## src/rtl/smp_pkg.sv

```systemverilog
package smp_pkg;
  localparam int WORD_W = 32;
  localparam int LANE_W = 8;
  localparam int OFS_W  = 2;

  typedef enum logic [1:0] {
    SZ_BYTE = 2'd0,
    SZ_HALF = 2'd1,
    SZ_WORD = 2'd2,
    SZ_RSVD = 2'd3
  } acc_size_e;

  // Bit distance of a lane from bit 0
  function automatic logic [4:0] lane_shift(input logic [OFS_W-1:0] ofs);
    return {ofs, 3'b000};
  endfunction

  // Mask of the bits an access of the given size covers, before shifting
  function automatic logic [WORD_W-1:0] size_mask(input acc_size_e sz);
    case (sz)
      SZ_BYTE: size_mask = 32'h0000_00FF;
      SZ_HALF: size_mask = 32'h0000_FFFF;
      default: size_mask = 32'hFFFF_FFFF;
    endcase
  endfunction
endpackage

```

## src/rtl/smp_word_array.sv

```systemverilog
module smp_word_array #(
  parameter int WORDS = 64,
  parameter int WIDTH = 32,
  localparam int IDX_W = (WORDS > 1) ? $clog2(WORDS) : 1
) (
  input  logic             clk,
  input  logic             rst,
  input  logic             we,
  input  logic [IDX_W-1:0] idx,
  input  logic [WIDTH-1:0] wword,
  output logic [WIDTH-1:0] rword
);
  logic [WIDTH-1:0] mem_q [WORDS];

  always_ff @(posedge clk) begin
    if (rst) begin
      for (int i = 0; i < WORDS; i++) mem_q[i] <= '0;
    end else if (we) begin
      mem_q[idx] <= wword;
    end
  end

  assign rword = mem_q[idx];
endmodule

```

## src/rtl/smp_lane_extract.sv

```systemverilog
module smp_lane_extract
  import smp_pkg::*;
(
  input  logic [WORD_W-1:0] word_i,
  input  logic [OFS_W-1:0]  ofs_i,
  input  acc_size_e         size_i,
  input  logic              sext_i,
  output logic [WORD_W-1:0] value_o
);
  logic [WORD_W-1:0] shifted;
  logic [WORD_W-1:0] keep;
  logic              sign_bit;

  always_comb begin
    shifted = word_i >> lane_shift(ofs_i);
    keep    = size_mask(size_i);
    case (size_i)
      SZ_BYTE: sign_bit = sext_i & shifted[LANE_W-1];
      SZ_HALF: sign_bit = sext_i & shifted[2*LANE_W-1];
      default: sign_bit = 1'b0;
    endcase
    if (size_i == SZ_WORD || size_i == SZ_RSVD)
      value_o = word_i;
    else
      value_o = (shifted & keep) | ({WORD_W{sign_bit}} & ~keep);
  end
endmodule

```

## src/rtl/smp_lane_merge.sv

```systemverilog
module smp_lane_merge
  import smp_pkg::*;
(
  input  logic [WORD_W-1:0] old_i,
  input  logic [WORD_W-1:0] data_i,
  input  logic [OFS_W-1:0]  ofs_i,
  input  acc_size_e         size_i,
  output logic [WORD_W-1:0] merged_o
);
  logic [WORD_W-1:0] lane_mask;
  logic [WORD_W-1:0] placed;

  always_comb begin
    lane_mask = size_mask(size_i) << lane_shift(ofs_i);
    placed    = data_i << lane_shift(ofs_i);
    merged_o  = (old_i & ~lane_mask) | (placed & lane_mask);
  end
endmodule

```

## src/rtl/subword_mem_port.sv

```systemverilog
module subword_mem_port
  import smp_pkg::*;
#(
  parameter int ADDR_W = 8,
  localparam int IDX_W = ADDR_W - OFS_W,
  localparam int WORDS = 1 << IDX_W
) (
  input  logic              clk,
  input  logic              rst,
  input  logic [ADDR_W-1:0] addr_i,
  input  logic [31:0]       wdata_i,
  input  logic              rd_en_i,
  input  logic              wr_en_i,
  input  logic [1:0]        size_i,
  input  logic              sext_i,
  output logic [31:0]       rdata_o
);
  logic [IDX_W-1:0]  idx;
  logic [OFS_W-1:0]  ofs;
  acc_size_e         sz;
  logic [WORD_W-1:0] cur_word;
  logic [WORD_W-1:0] new_word;
  logic [WORD_W-1:0] load_val;

  assign idx = addr_i[ADDR_W-1:OFS_W];
  assign ofs = addr_i[OFS_W-1:0];
  assign sz  = acc_size_e'(size_i);

  smp_word_array #(.WORDS(WORDS), .WIDTH(WORD_W)) array_i (
    .clk   (clk),
    .rst   (rst),
    .we    (wr_en_i),
    .idx   (idx),
    .wword (new_word),
    .rword (cur_word)
  );

  smp_lane_merge merge_i (
    .old_i    (cur_word),
    .data_i   (wdata_i),
    .ofs_i    (ofs),
    .size_i   (sz),
    .merged_o (new_word)
  );

  smp_lane_extract extract_i (
    .word_i  (cur_word),
    .ofs_i   (ofs),
    .size_i  (sz),
    .sext_i  (sext_i),
    .value_o (load_val)
  );

  assign rdata_o = (rd_en_i || wr_en_i) ? load_val : '0;
endmodule

```

## config.mk

```make
export PLATFORM = sky130hd
export DESIGN_NAME = subword_mem_port
export DESIGN_NICKNAME = d
export VERILOG_FILES = /design/src/rtl/smp_pkg.sv /design/src/rtl/smp_word_array.sv /design/src/rtl/smp_lane_extract.sv /design/src/rtl/smp_lane_merge.sv /design/src/rtl/subword_mem_port.sv
export SDC_FILE = /design/constraint.sdc
export NUM_CORES = 2
export LEC_CHECK = 0
export BUFFER_PORTS_ARGS = -buffer_cell sky130_fd_sc_hd__buf_2
export CAP_MARGIN = 20
export CORE_MARGIN = 3
export CORE_UTILIZATION = 45
export CTS_CLUSTER_SIZE = 25
export DETAILED_ROUTE_END_ITERATION = 10
export PLACE_DENSITY_LB_ADDON = 0.1
export SYNTH_ARGS = -nofsm -noshare
export SYNTH_HDL_FRONTEND = slang
export SYNTH_SLANG_ARGS = --single-unit
export TNS_END_PERCENT = 10
```

## constraint.sdc

```tcl
create_clock -name clk -period 6.5 [get_ports clk]
set_input_delay 0.65 -clock clk [delete_from_list [all_inputs] [get_ports clk]]
set_output_delay 0.65 -clock clk [all_outputs]
set_load 0.005 [all_outputs]
```

=== Yosys cells after proc, flatten, opt, wreduce, memory -nomap -nowiden ===
Memory sizes are Yosys's and may differ from the RTL's.
Index checks and enable logic that the tools add are counted.
W data, S select, Z words.

* Memory bits (read-only): 0
* Memories: 1
* Bits in writable memories: 2048
* Latch bits: 0
* Bits in registers: 0
* Input bits: 47
* Output and inout bits: 32

* Div/mod/pow operators: 0
* Reduce and logical (&&, ||, !) cells: 4
* Shifts and indexed selects: 3
* Multipliers: 0
* Mux-type cells: 12
* Equality and inequality tests: 3
* $lt $le $gt $ge: 0
* Add/sub/neg operators: 0
* Bitwise logic cells: 10

{| class="wikitable"
|+ Memory list
! name !! words !! width !! rd ports !! clocked after Yosys merged registers in !! wr ports !! line !! text
|-
| array_i.mem_q || 64 || 32 || 1 || 0 || 64 || smp_word_array.sv:13 || <nowiki>logic [WIDTH-1:0] mem_q [WORDS];</nowiki>
|}

{| class="wikitable"
|+ Operators with widths
! operator !! count
|-
| $and A32 B32 Y32 || 4
|-
| $mux W32 || 3
|-
| $not A32 Y32 || 2
|-
| $or A32 B32 Y32 || 2
|-
| $pmux W32 S2 || 1
|-
| $shl A32 B5 Y32 || 2
|-
| $reduce_or A32 Y1 || 1
|-
| $shr A32 B5 Y32 || 1
|-
| $mux W1 || 6
|-
| $mux W6 || 1
|-
| $eq A2 B2 Y1 const B || 2
|-
| $and A1 B1 Y1 || 2
|-
| $eq A2 B1 Y1 const B || 1
|-
| $logic_not A2 Y1 || 1
|-
| $logic_or A1 B1 Y1 || 2
|-
| $pmux W1 S2 || 1
|}

=== Logic depth before layout (Yosys ltp) ===
An unclocked memory read counts as a cell.

* Depth after elaboration: 8
* Depth in mapped cells: 15

=== Cells and area by module ===
From an unflattened synthesis, not the netlist that was laid out.

* Cells, all modules: 7219
* Area, all modules: 94931.0 um^2

{| class="wikitable"
|+ By module, submodules not included
! module !! area each (um^2) !! cells an instance !! instances
|-
| smp_word_array || 92807.8 || 6970 || 1
|-
| smp_lane_extract || 912.1 || 125 || 1
|-
| smp_lane_merge || 903.4 || 86 || 1
|-
| subword_mem_port || 307.8 || 38 || 1
|}

=== Worst setup path before layout ===
OpenSTA, ideal clock, no wires.

* Path type: input-to-output
* Start: input addr_i[2]
* End: output rdata_o[23]
* Stages: 9
* Data required time: 5850 ps
* Path slack: 2586 ps
* Buffers on the path: 2
* Data arrival time: 3264 ps
* Cells stage by stage: buf_6 > buf_4 > mux4_2 > a32oi_1 > o21ai_0 > or4_1 > mux4_2 > o211ai_4 > a21bo_1

* Longest elaborated chain between the ends: 8
* Elaborated cells between the ends (all ways): 10
* Those cells by class: shift: 1; mux: 3; bitwise: 5; memory: 1

{| class="wikitable"
|+ RTL lines
! element !! line !! text
|-
| start, declared || subword_mem_port.sv:10 || <nowiki>input logic [ADDR_W-1:0] addr_i,</nowiki>
|-
| $mem_v2 Z64 W32 * || n/a ||
|-
| $shr A32 B5 Y32 || smp_lane_extract.sv:15 || <nowiki>shifted = word_i >> lane_shift(ofs_i);</nowiki>
|-
| $and A1 B1 Y1 (on tied branches) || smp_lane_extract.sv:19, smp_lane_extract.sv:18 ||
|-
| $pmux W1 S2 || smp_lane_extract.sv:17 || <nowiki>case (size_i)</nowiki>
|-
| $and A32 B32 Y32 || smp_lane_extract.sv:25 || <nowiki>value_o = (shifted & keep) | ({WORD_W{sign_bit}} & ~keep);</nowiki>
|-
| $or A32 B32 Y32 || smp_lane_extract.sv:25 ||
|-
| $mux W32 * || smp_lane_extract.sv:22 || <nowiki>if (size_i == SZ_WORD || size_i == SZ_RSVD)</nowiki>
|-
| $mux W32 * || subword_mem_port.sv:54 || <nowiki>assign rdata_o = (rd_en_i || wr_en_i) ? load_val : '0;</nowiki>
|-
| end, declared || subword_mem_port.sv:16 || <nowiki>output logic [31:0] rdata_o</nowiki>
|}

Every way passes the cells marked *; elsewhere a longest branch is shown, timed or not.

=== Worst setup path after layout ===
* Start: input addr_i[3]
* End: output rdata_o[23]

The elaborated chain is that of the path after synthesis.

==> flow_summary.rst <==
.. list-table::
   :header-rows: 1

   * - Metric
     - Value
   * - Comb pwr share
     - 11.7%
   * - Cell family contributing the most delay on the critical path
     - compound AO/OA/AOI/OAI gates
   * - DRT Pass-1 Iters
     - 6
   * - CTS tree
     - done
   * - Antenna violations before repair
     - 47
   * - Share of flip-flops with an asynchronous set or reset after synthesis
     - 0%
   * - Clock tree root buffer cell
     - clkbuf_16
   * - Number of nets with antenna violations after routing
     - 0
   * - Cells after synthesis
     - just under 7,000
   * - Die Width
     - around 450 um
   * - Post-route cell area
     - 0.102 mm2
   * - Critical Path Max Stage Delay
     - 1.07 ns
   * - Total number of placement rows
     - about 160
   * - RSZ-0062 raised after global routing
     - no
   * - Worst Path Required
     - a little under 6 ns
   * - Synth Cell Area
     - between 0.08 and 0.09 mm2
   * - Ports placed on the boundary
     - 79
   * - First-pass GRT wire length
     - about 520 mm
   * - Post-cts hold buffer count
     - 0
   * - Vias in the first global route
     - about 60,000
   * - Number of vias per cell after detailed routing
     - roughly 6.6
   * - Last weighted congestion value of the routability-driven placer
     - between 1 and 1.5
   * - Most common library cell in the layout ignoring fill and taps
     - nor2_1
   * - Register bit total from synthesis
     - 2,048
   * - H-tree depth reported by CTS
     - 4
   * - Clk pwr share
     - roughly two fifths
   * - Starting DRC count in detailed routing
     - approximately 11,000
   * - Fill cell total of the finished layout
     - approximately 17,000
   * - Die footprint
     - 0.205 mm2
   * - Total power
     - 0.0307 W
   * - Critical Path Most Common Cell
     - buf_4
   * - Leakage component of the power
     - between 30 and 40 nW
   * - Final cycle utilization of the critical path
     - 99.3%
   * - Post-Route Setup TNS
     - 0 ns
   * - IR drop worst, VDD
     - about 0.35 mV
   * - CTS clk-pin slew, worst paths
     - around 0.060 ns
   * - Total wire length
     - approximately 380 mm
   * - Max Buffers Root-to-Sink
     - 3
   * - Register with the most flip-flops
     - array_i.mem_q
   * - Via count
     - around 64,000
   * - Final worst clock skew
     - roughly 0.037 ns
   * - Most used DFF post-synth
     - edfxtp_1
   * - Sequential cell area fraction in the yosys report
     - between 60 and 70%
   * - Overall fraction of global-route tracks in use
     - 36.7%
   * - Crit path time final
     - approximately 6.5 ns
   * - Top library cells by usage in the layout, fill and taps aside
     - nor2_1, edfxtp_1, buf_4, a22oi_1, clkbuf_16
   * - Average detailed-routed wire length per instance
     - ~40 um
   * - Category of the worst setup path launch point
     - input port
   * - Post-CTS repair timing setup buffer count
     - 0
   * - Class of the worst hold path
     - input port to flop
   * - Initial cell density of the core
     - between 40% and 50%
   * - Net count of the finished layout
     - about 7,000
   * - Max-slew headroom
     - around 8.4%
   * - Area inside the core boundary
     - a little under 0.2 mm2
   * - Sum of overflow across all layers after global routing
     - 0
   * - Final hold slack
     - 0.462 ns
   * - Number of clock sinks
     - slightly above 2,000
   * - Warnings, synthesis
     - 0
   * - Synthesized Nets
     - about 7,000
   * - Synth-to-layout area growth
     - 13.4%
   * - Detailed placement HPWL
     - 231 mm
   * - Buffers on Ports
     - a little under 80
   * - Die height
     - between 400 and 500 um
   * - Clock latency of the later-clocked register in the worst-skew pair
     - around 0.9 ns
   * - Actual transition at the worst max-transition pin
     - about 1.4 ns
   * - Power spent charging and discharging nets
     - slightly above 0.008 W
   * - Worst endpoint data arrival time
     - just under 6 ns
   * - Layout cells sized above 1
     - 17.4%
   * - Post-DP Area
     - 0.0948 mm2
   * - Registers with the most flip-flops
     - array_i.mem_q: 2048 flops
   * - DRC
     - 0
   * - Sequential cell fraction of total power
     - slightly below 50%
   * - Internal
     - around 0.022 W
   * - Max stage delay cell, worst path
     - a311oi_1
   * - Result of the run
     - finished, final reports clean
   * - Minimum setup slack after placement
     - 0.548 ns
   * - Unique masters post-synth
     - 84
   * - WS Path Type
     - input port to output port
   * - Setup Viol. Count Final
     - 0
   * - Worst path cell trace
     - buf_8 -> nor2b_4 -> a22oi_1 -> and3_1 -> a311oi_1 -> buf_4 -> and4_1 -> o221ai_1 -> o211ai_4 -> buf_4 -> a21bo_1 -> buf_2
   * - Final slew viol count
     - 0
   * - Min setup slack post-route
     - slightly below 0.05 ns
   * - Buffering stage count on the worst path with inverters included
     - 4
   * - Number of failing hold endpoints at the final stage
     - 0
   * - Fraction of power spent switching nets
     - approximately a quarter
   * - Storage element area
     - 0.0615 mm2
   * - Number of gates resized after cts
     - 0
   * - Footprint of the multi-input gates
     - roughly 0.025 mm2
   * - Pwr per Cell Area
     - between 300 and 400 mW/mm2
   * - Worst Setup End Kind
     - output port
   * - Largest net degree at the start of global routing
     - 65
   * - Achievable clock frequency
     - around 160 MHz
   * - Max cap viols
     - 0
   * - Mean area per synthesized cell
     - approximately 13 um2
   * - Number of synthesized flops with an enable pin
     - approximately 2,000
   * - Critical-path maximum fanout
     - between 50 and 60
   * - Largest register FFs
     - 2,048
   * - TritonCTS buffer count
     - 217
## cells in the mapped netlist (12+ instances only)
| cell | n | area share [%] |
|---|---|---|
| buf_4 | 81 | 0.68 |
| a221oi_1 | 111 | 1.1 |
| mux2i_1 | 178 | 2.0 |
| o2bb2ai_1 | 39 | 0.38 |
| mux4_2 | 107 | 2.7 |
| nor2b_1 | 14 | 0.098 |
| nor4_1 | 13 | 0.091 |
| o211ai_1 | 14 | 0.12 |
| a22oi_1 | 301 | 2.5 |
| a21oi_1 | 76 | 0.42 |
| mux2_2 | 166 | 2.1 |
| nand3_1 | 31 | 0.17 |
| and4b_1 | 19 | 0.21 |
| a222oi_1 | 43 | 0.48 |
| nor3_1 | 28 | 0.16 |
| a22o_1 | 47 | 0.46 |
| o21ai_0 | 77 | 0.43 |
| nand2_1 | 204 | 0.85 |
| clkbuf_1 | 326 | 1.4 |
| nand2b_1 | 90 | 0.63 |
| and3_1 | 14 | 0.098 |
| a31oi_1 | 48 | 0.33 |
| a221o_1 | 57 | 0.64 |
| a31o_2 | 12 | 0.12 |
| o22ai_1 | 42 | 0.29 |
| buf_1 | 46 | 0.19 |
| nor2_1 | 2101 | 8.8 |
| buf_6 | 26 | 0.33 |
| nand4_1 | 14 | 0.098 |
| a211oi_1 | 26 | 0.22 |
| edfxtp_1 | 2048 | 69 |
| o221ai_1 | 15 | 0.15 |
| buf_2 | 231 | 1.3 |
## final timing paths
| kind | endpoint | slack (ns) | from | depth (start not counted) |
|---|---|---|---|---|
| worst max register to register | array_i.mem_q[33][27] | 1.78 | array_i.mem_q[23][27] | 9 |
| worst max-delay path | rdata_o[23] | 0.05 | addr_i[3] | 12 |
| worst min-delay path | array_i.mem_q[25][5] | 0.46 | wdata_i[5] | 4 |
| worst min register to register | array_i.mem_q[31][28] | 1.35 | array_i.mem_q[31][28] | 7 |
## power by group through the flow
stage	Clock [W]	Sequential (W)	Combinational, W
after global placement	0	0.0154	0.00340
after floorplan	0	0.0153	0.00167
final	0.0120	0.0151	0.00357
after global routing	0.0126	0.0151	0.00359
after CTS	0.0120	0.0151	0.00344
after detailed placement	0	0.0154	0.00343
## layer usage
layer	track usage [%]	vias up	wire, um
met1	47.9	32600	138000
li1	-	25400	-
met2	53.9	4959	167000
met5	0	-	174
met4	22.0	24	26200
met3	11.5	952	49100
## stage by stage
step / utilization [%] / std cells
floorplan: - / 6839
global placement: 47.7 / 9273
detailed placement: 47.9 / 9294
CTS: 51.3 / 9688
global route: 51.4 / 9702
finish: 51.4 / 9729
## kinds of logic (layout without fill, tap and decap cells)
family	count (synthesis)	count (layout)	share of synthesized area, %
compound gates	1009	1009	8.65
simple gates	2600	2600	11.9
mux	462	462	7.00
buf+inv	720	941	3.89
flops	2048	2048	68.6
other cells	0	29	0
## worst min-delay path: stages
cell	delay [ns]
buf_2	0.13
mux2i_4	0.08
buf_12	0.22
nor2_1	0.13
## layout make-up
cell class	instances	area share, %
Inverter	9	0.0406
Clock buffer	276	5.60
Clock inverter	118	0.933
Timing Repair Buffer	538	4.89
Antenna cell	29	0.0714
Multi-Input combinational cell	4071	24.7
Tap cell	2640	3.25
Sequential cell	2048	60.5
No activity file was read; power rests on OpenSTA's default activity.
